`src/rtl/rtc_pkg.sv`:
```
package rtc_pkg;
    localparam int unsigned RTC_SEC_W    = 32;
    localparam int unsigned RTC_TRIM_W   = 16;
    localparam int unsigned RTC_IDX_W    = 6;
    localparam int unsigned RTC_DIV_LOG2 = 7;
    localparam int unsigned RTC_NOMINAL  = 32'h7FFF;

    typedef enum logic [1:0] {
        ADDR_SECONDS = 2'd0,
        ADDR_TRIM    = 2'd1,
        ADDR_REFSEL  = 2'd2,
        ADDR_UNUSED  = 2'd3
    } rtc_addr_e;
endpackage

```
`src/rtl/rtc_cfg_regs.sv`:
```
module rtc_cfg_regs
    import rtc_pkg::*;
#(
    parameter int unsigned SEC_W   = RTC_SEC_W,
    parameter int unsigned TRIM_W  = RTC_TRIM_W,
    parameter int unsigned NOMINAL = RTC_NOMINAL
) (
    input  logic              clk,
    input  logic              rst_n,
    input  logic              wr_en,
    input  logic [1:0]        wr_addr,
    input  logic [SEC_W-1:0]  wr_data,
    output logic [TRIM_W-1:0] trim,
    output logic              ref_sel,
    output logic              load_req,
    output logic [SEC_W-1:0]  load_val
);
    localparam logic [TRIM_W-1:0] NOM_V = TRIM_W'(NOMINAL);

    typedef struct packed {
        logic [TRIM_W-1:0] trim;
        logic              sel;
    } cfg_t;

    cfg_t cfg_d, cfg_q;

    always_comb begin
        cfg_d = cfg_q;
        if (wr_en) begin
            unique case (rtc_addr_e'(wr_addr))
                ADDR_TRIM:   cfg_d.trim = wr_data[TRIM_W-1:0];
                ADDR_REFSEL: cfg_d.sel  = wr_data[0];
                default:     cfg_d      = cfg_q;
            endcase
        end
    end

    always_ff @(posedge clk) begin
        if (!rst_n) begin
            cfg_q.trim <= NOM_V;
            cfg_q.sel  <= 1'b0;
        end else begin
            cfg_q <= cfg_d;
        end
    end

    assign trim     = cfg_q.trim;
    assign ref_sel  = cfg_q.sel;
    assign load_req = wr_en && (rtc_addr_e'(wr_addr) == ADDR_SECONDS);
    assign load_val = wr_data;
endmodule

```
`src/rtl/rtc_ref_prescale.sv`:
```
module rtc_ref_prescale
    import rtc_pkg::*;
#(
    parameter int unsigned DIV_LOG2 = RTC_DIV_LOG2
) (
    input  logic clk,
    input  logic rst_n,
    input  logic fast_en,
    output logic ref_pulse
);
    localparam logic [DIV_LOG2-1:0] LAST = '1;

    typedef struct packed {
        logic [DIV_LOG2-1:0] cnt;
        logic                pulse;
    } pre_t;

    pre_t pre_d, pre_q;

    always_comb begin
        pre_d       = pre_q;
        pre_d.pulse = fast_en && (pre_q.cnt == LAST);
        if (fast_en) begin
            pre_d.cnt = pre_q.cnt + 1'b1;
        end
    end

    always_ff @(posedge clk) begin
        if (!rst_n) begin
            pre_q <= '0;
        end else begin
            pre_q <= pre_d;
        end
    end

    assign ref_pulse = pre_q.pulse;
endmodule

```
`src/rtl/rtc_predivider.sv`:
```
module rtc_predivider
    import rtc_pkg::*;
#(
    parameter int unsigned TRIM_W  = RTC_TRIM_W,
    parameter int unsigned IDX_W   = RTC_IDX_W,
    parameter int unsigned NOMINAL = RTC_NOMINAL
) (
    input  logic              clk,
    input  logic              rst_n,
    input  logic              ref_tick,
    input  logic              restart,
    input  logic [TRIM_W-1:0] trim,
    output logic              wrap,
    output logic              sec_tick
);
    localparam logic [TRIM_W-1:0] NOM_V    = TRIM_W'(NOMINAL);
    localparam logic [IDX_W-1:0]  IDX_LAST = '1;

    typedef struct packed {
        logic [TRIM_W-1:0] cnt;
        logic [IDX_W-1:0]  idx;
        logic              tick;
    } div_t;

    div_t div_d, div_q;
    logic at_zero;

    assign at_zero = (div_q.cnt == '0);

    always_comb begin
        div_d      = div_q;
        div_d.tick = 1'b0;
        if (restart) begin
            div_d.cnt = NOM_V;
            div_d.idx = '0;
        end else if (ref_tick) begin
            if (at_zero) begin
                div_d.tick = 1'b1;
                div_d.idx  = div_q.idx + 1'b1;
                div_d.cnt  = (div_d.idx == IDX_LAST) ? trim : NOM_V;
            end else begin
                div_d.cnt = div_q.cnt - 1'b1;
            end
        end
    end

    always_ff @(posedge clk) begin
        if (!rst_n) begin
            div_q.cnt  <= NOM_V;
            div_q.idx  <= '0;
            div_q.tick <= 1'b0;
        end else begin
            div_q <= div_d;
        end
    end

    assign wrap     = ref_tick && at_zero && !restart;
    assign sec_tick = div_q.tick;
endmodule

```
`src/rtl/rtc_seconds.sv`:
```
module rtc_seconds
    import rtc_pkg::*;
#(
    parameter int unsigned SEC_W = RTC_SEC_W
) (
    input  logic             clk,
    input  logic             rst_n,
    input  logic             load,
    input  logic [SEC_W-1:0] load_val,
    input  logic             inc,
    output logic [SEC_W-1:0] count
);
    typedef struct packed {
        logic [SEC_W-1:0] sec;
    } sec_t;

    sec_t sec_d, sec_q;

    always_comb begin
        sec_d = sec_q;
        if (load) begin
            sec_d.sec = load_val;
        end else if (inc) begin
            sec_d.sec = sec_q.sec + 1'b1;
        end
    end

    always_ff @(posedge clk) begin
        if (!rst_n) begin
            sec_q <= '0;
        end else begin
            sec_q <= sec_d;
        end
    end

    assign count = sec_q.sec;
endmodule

```
`src/rtl/rtc_trim_clock.sv`:
```
module rtc_trim_clock
    import rtc_pkg::*;
#(
    parameter int unsigned TRIM_W   = RTC_TRIM_W,
    parameter int unsigned IDX_W    = RTC_IDX_W,
    parameter int unsigned DIV_LOG2 = RTC_DIV_LOG2,
    parameter int unsigned NOMINAL  = RTC_NOMINAL
) (
    input  logic        clk,
    input  logic        rst_n,
    input  logic        slow_en,
    input  logic        fast_en,
    input  logic        wr_en,
    input  logic [1:0]  wr_addr,
    input  logic [31:0] wr_data,
    output logic [31:0] seconds,
    output logic        sec_tick
);
    localparam int unsigned SEC_W = 32;

    logic [TRIM_W-1:0] trim;
    logic              ref_sel;
    logic              load_req;
    logic [SEC_W-1:0]  load_val;
    logic              pre_pulse;
    logic              ref_tick;
    logic              wrap;

    rtc_cfg_regs #(
        .SEC_W  (SEC_W),
        .TRIM_W (TRIM_W),
        .NOMINAL(NOMINAL)
    ) u_cfg (
        .clk     (clk),
        .rst_n   (rst_n),
        .wr_en   (wr_en),
        .wr_addr (wr_addr),
        .wr_data (wr_data),
        .trim    (trim),
        .ref_sel (ref_sel),
        .load_req(load_req),
        .load_val(load_val)
    );

    rtc_ref_prescale #(
        .DIV_LOG2(DIV_LOG2)
    ) u_pre (
        .clk      (clk),
        .rst_n    (rst_n),
        .fast_en  (fast_en),
        .ref_pulse(pre_pulse)
    );

    assign ref_tick = ref_sel ? pre_pulse : slow_en;

    rtc_predivider #(
        .TRIM_W (TRIM_W),
        .IDX_W  (IDX_W),
        .NOMINAL(NOMINAL)
    ) u_div (
        .clk     (clk),
        .rst_n   (rst_n),
        .ref_tick(ref_tick),
        .restart (load_req),
        .trim    (trim),
        .wrap    (wrap),
        .sec_tick(sec_tick)
    );

    rtc_seconds #(
        .SEC_W(SEC_W)
    ) u_sec (
        .clk     (clk),
        .rst_n   (rst_n),
        .load    (load_req),
        .load_val(load_val),
        .inc     (wrap),
        .count   (seconds)
    );
endmodule

```
`config.mk`:
```
export PLATFORM = sky130hd
export DESIGN_NAME = rtc_trim_clock
export DESIGN_NICKNAME = d
export VERILOG_FILES = /design/src/rtl/rtc_pkg.sv /design/src/rtl/rtc_cfg_regs.sv /design/src/rtl/rtc_ref_prescale.sv /design/src/rtl/rtc_predivider.sv /design/src/rtl/rtc_seconds.sv /design/src/rtl/rtc_trim_clock.sv
export SDC_FILE = /design/constraint.sdc
export NUM_CORES = 1
export LEC_CHECK = 0
export ABC_CLOCK_PERIOD_IN_PS = 2000
export BUFFER_PORTS_ARGS = -buffer_cell sky130_fd_sc_hd__buf_4
export CAP_MARGIN = 20
export CELL_PAD_IN_SITES_DETAIL_PLACEMENT = 1
export CELL_PAD_IN_SITES_GLOBAL_PLACEMENT = 1
export CORE_MARGIN = 2
export CORE_UTILIZATION = 37
export DETAILED_ROUTE_END_ITERATION = 10
export PLACE_DENSITY = 0.72
export SLEW_MARGIN = 20
export SYNTH_ARGS = -nofsm -noshare
export SYNTH_HDL_FRONTEND = slang
export SYNTH_SLANG_ARGS = --single-unit
```
`constraint.sdc`:
```
create_clock -name clk -period 2 [get_ports clk]
set_clock_uncertainty 0.05 [all_clocks]
set_input_delay 0.2 -clock clk [delete_from_list [all_inputs] [get_ports clk]]
set_output_delay 0.2 -clock clk [all_outputs]
set_load 0.01 [all_outputs]
```
==> results.json, run 1 <==
{
  "status": "finished, violations left",
  "violations": "negative setup slack",
  "synth_simple_gate_area_share_pct": 31.1,
  "final_max_slew_viol_count": 0,
  "netlist_area_um2": 4270,
  "hpwl_um": 11400,
  "root_buffer": "clkbuf_16",
  "hold-worst-slack_ns": 0.0222,
  "worst_skew_pair.late_latency_ns": 0.36,
  "hold_path_class": "input port to register",
  "ir_drop_v": 0.000501,
  "via_per_inst": 6.00,
  "final_layout_size_suffix_gt1_share_pct": 39.1,
  "ys_warn_count": 0,
  "antenna_found_initial": 0,
  "coreArea_um2": 11300,
  "total_power_mw": 4.29,
  "syn_avg_cell_area_um2": 7.89,
  "cts_tree": "yes",
  "n_antenna_cell": 0,
  "setup_viol": 43,
  "ys_ff_latch": 80,
  "drv_cap": 0,
  "fp.dieW_um": 111,
  "synthXorXnorAreaFrac_pct": 6.36,
  "clk_pin_slew_ns": 0.07,
  "syn_to_final_growth_pct": 57.4,
  "place_congestion": 0.884,
  "synthFlopType": "dfxtp_1",
  "fin_ws_ns": -0.319,
  "synth_edf_count": 0,
  "fillers": 1301,
  "portBuffers": 71,
  "nets": 738,
  "synthAdderAreaFrac_pct": 1.76,
  "synth_top_cell_by_area": "dfxtp_1",
  "ys_types": 50,
  "synthCells": 541,
  "hold_buffers": 0,
  "wl_per_cell_um": 23.4,
  "dp.cells": 795,
  "period_needed_ns": 2.32,
  "required_ns": 2.16,
  "pin_count": 72,
  "multiInputGateArea_um2": 3040,
  "grtUsageTotal_pct": 27.1,
  "die_h_um": 111,
  "post-place-ws_ns": -0.181,
  "cts_max_level": 3,
  "slew_headroom_pct": 50.8,
  "syn-num-nets": 586,
  "routed_wirelength_um": 19600,
  "cts_buffers": 9,
  "start_util_pct": 37.7,
  "grt_setup_unrepaired": "true",
  "clock_sinks": 80,
  "path_max_fanout": 6,
  "num_rows": 39,
  "start_kind": "register",
  "leakagePower_nw": 2.89,
  "first_pass_iters": 5,
  "endpoint_kind": "register",
  "grt_pass1_vias": 5108,
  "grt_overflow_total": 0,
  "critPathKind": "register to register",
  "drt_iter0_markers": 275,
  "layout.cells.non_filler": 841,
  "powerDensity_nw_per_um2": 638,
  "tightest_slew_ns": 0.736,
  "synth.area.top_cells": "dfxtp_1 (38%), nand2_1 (6.0%), o21ai_0 (5.5%), xnor2_1 (4.5%), nand3_1 (4.1%)",
  "register_area_um2": 1620,
  "synth_top_cell_area_share_pct": 37.5,
  "vias": 5047,
  "cp_data_arrival_time_ns": 2.47,
  "max_freq_ghz": 0.431,
  "grt_max_degree": 39,
  "die_area_um2": 12400,
  "synth-compound-area-share_pct": 15.3,
  "clockBufferDepth": 2,
  "drtAntennaViolNets": 0,
  "seq_area_frac_synth_pct": 37.5,
  "synth_top_family_by_area": "simple AND/OR/NAND/NOR gates",
  "async_flop_share_pct": 0,
  "hold_viol_final": 0,
  "muxShareOfSynthArea_pct": 3.31,
  "drc": 0,
  "fin_crit_sh_pct": 116,
  "grt_pass1_wl_um": 26600
}
==> per-stage QoR <==
stage | utilization, % | area [um2] | setup TNS [ns]
2_1_floorplan | - | 4280 | 0
3_3_place_gp | 47.8 | 5410 | -0.0922
3_5_place_dp | 47.8 | 5410 | -1.10
4_1_cts | 53.8 | 6090 | -0.104
5_1_grt | 59.4 | 6720 | -7.34
6_report | 59.4 | 6720 | -3.86
==> timing repair <==
| item | CTS | global route |
|---|---|---|
| resized for setup | 48 | 85 |
| gates cloned | 1 | 1 |
| hold endpoints to repair | 0 | 0 |
| pin swaps | 8 | 65 |
| buffers inserted | 9 | 19 |
| endpoints found under the setup margin | 34 | 50 |
==> critical path: stages (launching register included) <==
cell and delay, ns:
dfxtp_2 0.33, inv_2 0.08, ha_4 0.13, nor4b_4 0.27, buf_4 0.19, and4_4 0.27
nand2_1 0.22, buf_4 0.21, o31ai_1 0.24, o21ai_0 0.16
==> kinds of logic (layout without fill, tap and decap cells) <==
family | Yosys count | count (layout)
AND/OR/NAND/NOR | 248 | 248
adder cells (fa/ha/maj) | 6 | 6
buffers and inverters | 49 | 206
flip-flops | 80 | 80
AO/OA/AOI/OAI | 113 | 113
multiplexers | 14 | 14
XOR/XNOR | 31 | 31
==> flip-flops by register name (all words and copies together), names as in the netlist <==
signal           count
u_pre.pre_q          7
u_div.div_q         22
u_sec.count         32
u_cfg.trim          16
u_pre.ref_pulse      1
u_div.sec_tick       1
u_cfg.ref_sel        1
==> path summary, 6_finish.rpt <==
path                                from                     endpoint  slack (ns)  cells past startpoint
max reg2reg  u_div.div_q[7]$_SDFFE_PP1P_  u_div.div_q[8]$_SDFFE_PP1P_       -0.32                      9
min reg2reg   u_cfg.trim[2]$_SDFFE_PN1P_   u_cfg.trim[2]$_SDFFE_PN1P_        0.43                      2
max          u_div.div_q[7]$_SDFFE_PP1P_  u_div.div_q[8]$_SDFFE_PP1P_       -0.32                      9
min                           wr_data[2]   u_cfg.trim[2]$_SDFFE_PN1P_        0.02                      3
==> synthesized netlist by cell type (2+ instances only) <==
| master | n |
|---|---|
| nand4_1 | 19 |
| nand2b_1 | 7 |
| nor4_2 | 4 |
| nand4_2 | 3 |
| o22ai_1 | 2 |
| nand3_1 | 35 |
| dfxtp_1 | 80 |
| o21a_1 | 2 |
| and2_1 | 6 |
| clkbuf_1 | 24 |
| inv_1 | 16 |
| a21oi_1 | 33 |
| and4_1 | 6 |
| o31ai_1 | 5 |
| or3_1 | 10 |
| nor2_1 | 37 |
| o21ai_0 | 47 |
| nor4_1 | 19 |
| a311oi_1 | 2 |
| nor3_1 | 15 |
| a31oi_1 | 7 |
| nand3b_1 | 2 |
| mux2i_1 | 13 |
| xor2_1 | 9 |
| buf_2 | 5 |
| and3_1 | 5 |
| xnor2_1 | 22 |
| a211oi_1 | 6 |
| ha_1 | 6 |
| or4_1 | 5 |
| o311ai_0 | 2 |
| buf_1 | 2 |
| nand2_1 | 68 |
==> cells in the final DEF, fill, tap and decap left out, types with 4 or more instances in the layout <==
| cell type | instances |
|---|---|
| nand4_1 | 19 |
| mux2i_1 | 13 |
| xor2_1 | 9 |
| clkbuf_16 | 11 |
| o31ai_1 | 5 |
| a31oi_1 | 7 |
| and4_1 | 4 |
| or3_1 | 5 |
| buf_4 | 152 |
| nor3_2 | 6 |
| nor2_1 | 34 |
| nand2b_1 | 7 |
| and2_1 | 6 |
| dfxtp_1 | 71 |
| o21ai_1 | 4 |
| buf_6 | 15 |
| xnor2_1 | 20 |
| a21oi_1 | 33 |
| o21ai_0 | 42 |
| or3_4 | 5 |
| nor3_1 | 7 |
| nor4_4 | 20 |
| nand2_1 | 64 |
| inv_1 | 13 |
| dfxtp_2 | 7 |
| buf_12 | 4 |
| and3_1 | 5 |
| nand3_1 | 31 |
==> routing by layer <==
layer	wire length, um	vias up	GRT usage, %
li1	-	2274	-
met1	7680	2497	32.2
met2	9760	198	47.4
met3	1030	78	3.65
met4	1180	0	14.8
met5	0	-	0
==> report_power, final <==
part | internal (mW) | switching (mW)
Sequential | 1.66 | 0.0635
Clock | 1.33 | 0.745
Combinational | 0.223 | 0.274
==> final cells by class <==
| type | instances | share of cell area [%] |
|---|---|---|
| Multi-Input combinational cell | 412 | 45.3 |
| Sequential cell | 80 | 24.1 |
| Timing Repair Buffer | 174 | 21.7 |
| Clock buffer | 12 | 3.97 |
| Tap cell | 143 | 2.66 |
| Clock inverter | 4 | 1.47 |
| Inverter | 16 | 0.894 |
Power figures use the tool's default switching activity.
==> run 2, diff against run 1 <==
--- a/config.mk
+++ b/config.mk
@@ -14,6 +14,7 @@
 export CORE_UTILIZATION = 37
 export DETAILED_ROUTE_END_ITERATION = 10
 export PLACE_DENSITY = 0.72
+export RECOVER_POWER = 50
 export SLEW_MARGIN = 20
 export SYNTH_ARGS = -nofsm -noshare
 export SYNTH_HDL_FRONTEND = slang
==> run 2 against run 1 <==
Net effect:
- the flow still finishes with violations (negative setup slack)
- count of clock-buffer cells in the layout stayed put
- final cell count stayed put
- utilization is 0.51 points lower
- flip-flop and latch count stayed put
- sequential share of layout area is 0.19 points higher
==> results.json, run 2 (synthesis gave the netlist of run 1 again) <==
{
  "fillers": 1309,
  "max_freq_ghz": 0.434,
  "hold_viol_final": 0,
  "final_common_cell": "buf_4",
  "tightest_slew_ns": 0.754,
  "hpwl_um": 11400,
  "violations": "negative setup slack",
  "via_per_inst": 6.01,
  "die_area_um2": 12400,
  "drtAntennaViolNets": 0,
  "path_cells": "inv_2 > ha_4 > nor4b_4 > buf_4 > and4_4 > nand2_1 > buf_4 > o31ai_1 > o21ai_0",
  "endpoint_kind": "register",
  "powerDensity_nw_per_um2": 641,
  "clk_pin_slew_ns": 0.07,
  "most-common-layout-cells": "buf_4 (137), dfxtp_1 (72), nand2_1 (64), o21ai_0 (42), nor2_1 (34)",
  "status": "finished, violations left",
  "final.setup.tns_ns": -3.83,
  "hold-worst-slack_ns": 0.0238,
  "period_needed_ns": 2.30,
  "fin_crit_sh_pct": 115,
  "grtUsageTotal_pct": 27.1,
  "slowest_stage": "dfxtp_2",
  "nets": 738,
  "syn_to_final_growth_pct": 56.0,
  "drt_iter0_markers": 279,
  "cp_data_arrival_time_ns": 2.46,
  "required_ns": 2.16,
  "cts_max_level": 3,
  "pin_count": 72,
  "n_antenna_cell": 0,
  "largest_register_ffs": 32,
  "routed_wirelength_um": 19600,
  "hold_path_class": "input port to register",
  "vias": 5052,
  "cts_tree": "yes",
  "path_max_fanout": 6,
  "final_layout_size_suffix_gt1_share_pct": 36.8,
  "cts_buffers": 9,
  "grt_pass1_wl_um": 26600,
  "root_buffer": "clkbuf_16",
  "leakagePower_nw": 2.83,
  "worst_skew_pair.late_latency_ns": 0.36,
  "antenna_found_initial": 0,
  "post-place-ws_ns": -0.181,
  "portBuffers": 71,
  "coreArea_um2": 11300,
  "total_power_mw": 4.27,
  "clock_sinks": 80,
  "grt_max_degree": 39,
  "drc": 0,
  "grt_pass1_vias": 5108,
  "clockBufferDepth": 2,
  "cp_num_buf_inv": 3,
  "place_congestion": 0.884,
  "wl_per_cell_um": 23.3,
  "grt_overflow_total": 0,
  "start_kind": "register",
  "fp.dieW_um": 111,
  "die_h_um": 111,
  "critPathKind": "register to register",
  "cpPeakStageDelay_ns": 0.33,
  "fin_ws_ns": -0.302,
  "crit_family": "simple AND/OR/NAND/NOR gates",
  "slew_headroom_pct": 49.6,
  "ir_drop_v": 0.000501,
  "first_pass_iters": 5,
  "cp_common_cell": "buf_4",
  "num_rows": 39,
  "start_util_pct": 37.7,
  "setup_viol": 43,
  "drv_cap": 0,
  "grt_setup_unrepaired": "true",
  "final_max_slew_viol_count": 0
}
## run 2: per-layer routing
metal	GRT usage, %	vias up	part of all wire [%]
met2	47.4	214	50
li1	-	2269	-
met5	0	-	0
met4	14.8	0	5.7
met3	3.65	73	5.9
met1	32.2	2496	38
## run 2: worst paths after layout
path                                                   from                           to  slack [ns]  cells after the start
worst max-delay path            u_div.div_q[7]$_SDFFE_PP1P_  u_div.div_q[8]$_SDFFE_PP1P_       -0.30                      9
worst min-delay path                             wr_data[2]   u_cfg.trim[2]$_SDFFE_PN1P_        0.02                      3
worst max register to register  u_div.div_q[7]$_SDFFE_PP1P_  u_div.div_q[8]$_SDFFE_PP1P_       -0.30                      9
worst min register to register   u_cfg.trim[2]$_SDFFE_PN1P_   u_cfg.trim[2]$_SDFFE_PN1P_        0.43                      2
## run 2: worst register-to-register path, delay by kind of cell, from the launching register on
kind / cells / cell delay (ns)
simple gates: 3 / 0.76
buf+inv: 3 / 0.47
compound gates: 2 / 0.40
flops: 1 / 0.33
fa+ha+maj: 1 / 0.14
## run 2: cell type report
type                       count  area (um2)  area share [%]
sequential                    80        1620            24.3
multi-input combinational    412        3040            45.7
tap                          143         179            2.69
clock inverter                 4        98.8            1.48
timing repair buffer         174        1400            21.0
clock buffer                  12         267            4.00
inverter                      16        60.1           0.902
## run 2: power breakdown
group	total (mW)	switching [mW]	internal, mW
combinational	0.486	0.274	0.212
sequential	1.72	0.0630	1.66
clock	2.07	0.743	1.33
total	4.27	1.08	3.19
## run 2: metrics by stage
stage	utilization [%]	cells	instance area, um2
floorplan	-	541	4280
global placement	47.8	795	5410
detailed placement	47.8	795	5410
CTS	53.8	821	6090
global route	58.8	841	6660
finish	58.8	841	6660
## run 2: repair_timing
item,in CTS,in global routing
setup endpoints to repair,34,50
gates cloned,1,1
endpoints found under the hold margin,0,0
hold buffers,0,0
pin swaps,8,65
resized for setup,48,85
buffers inserted,9,19
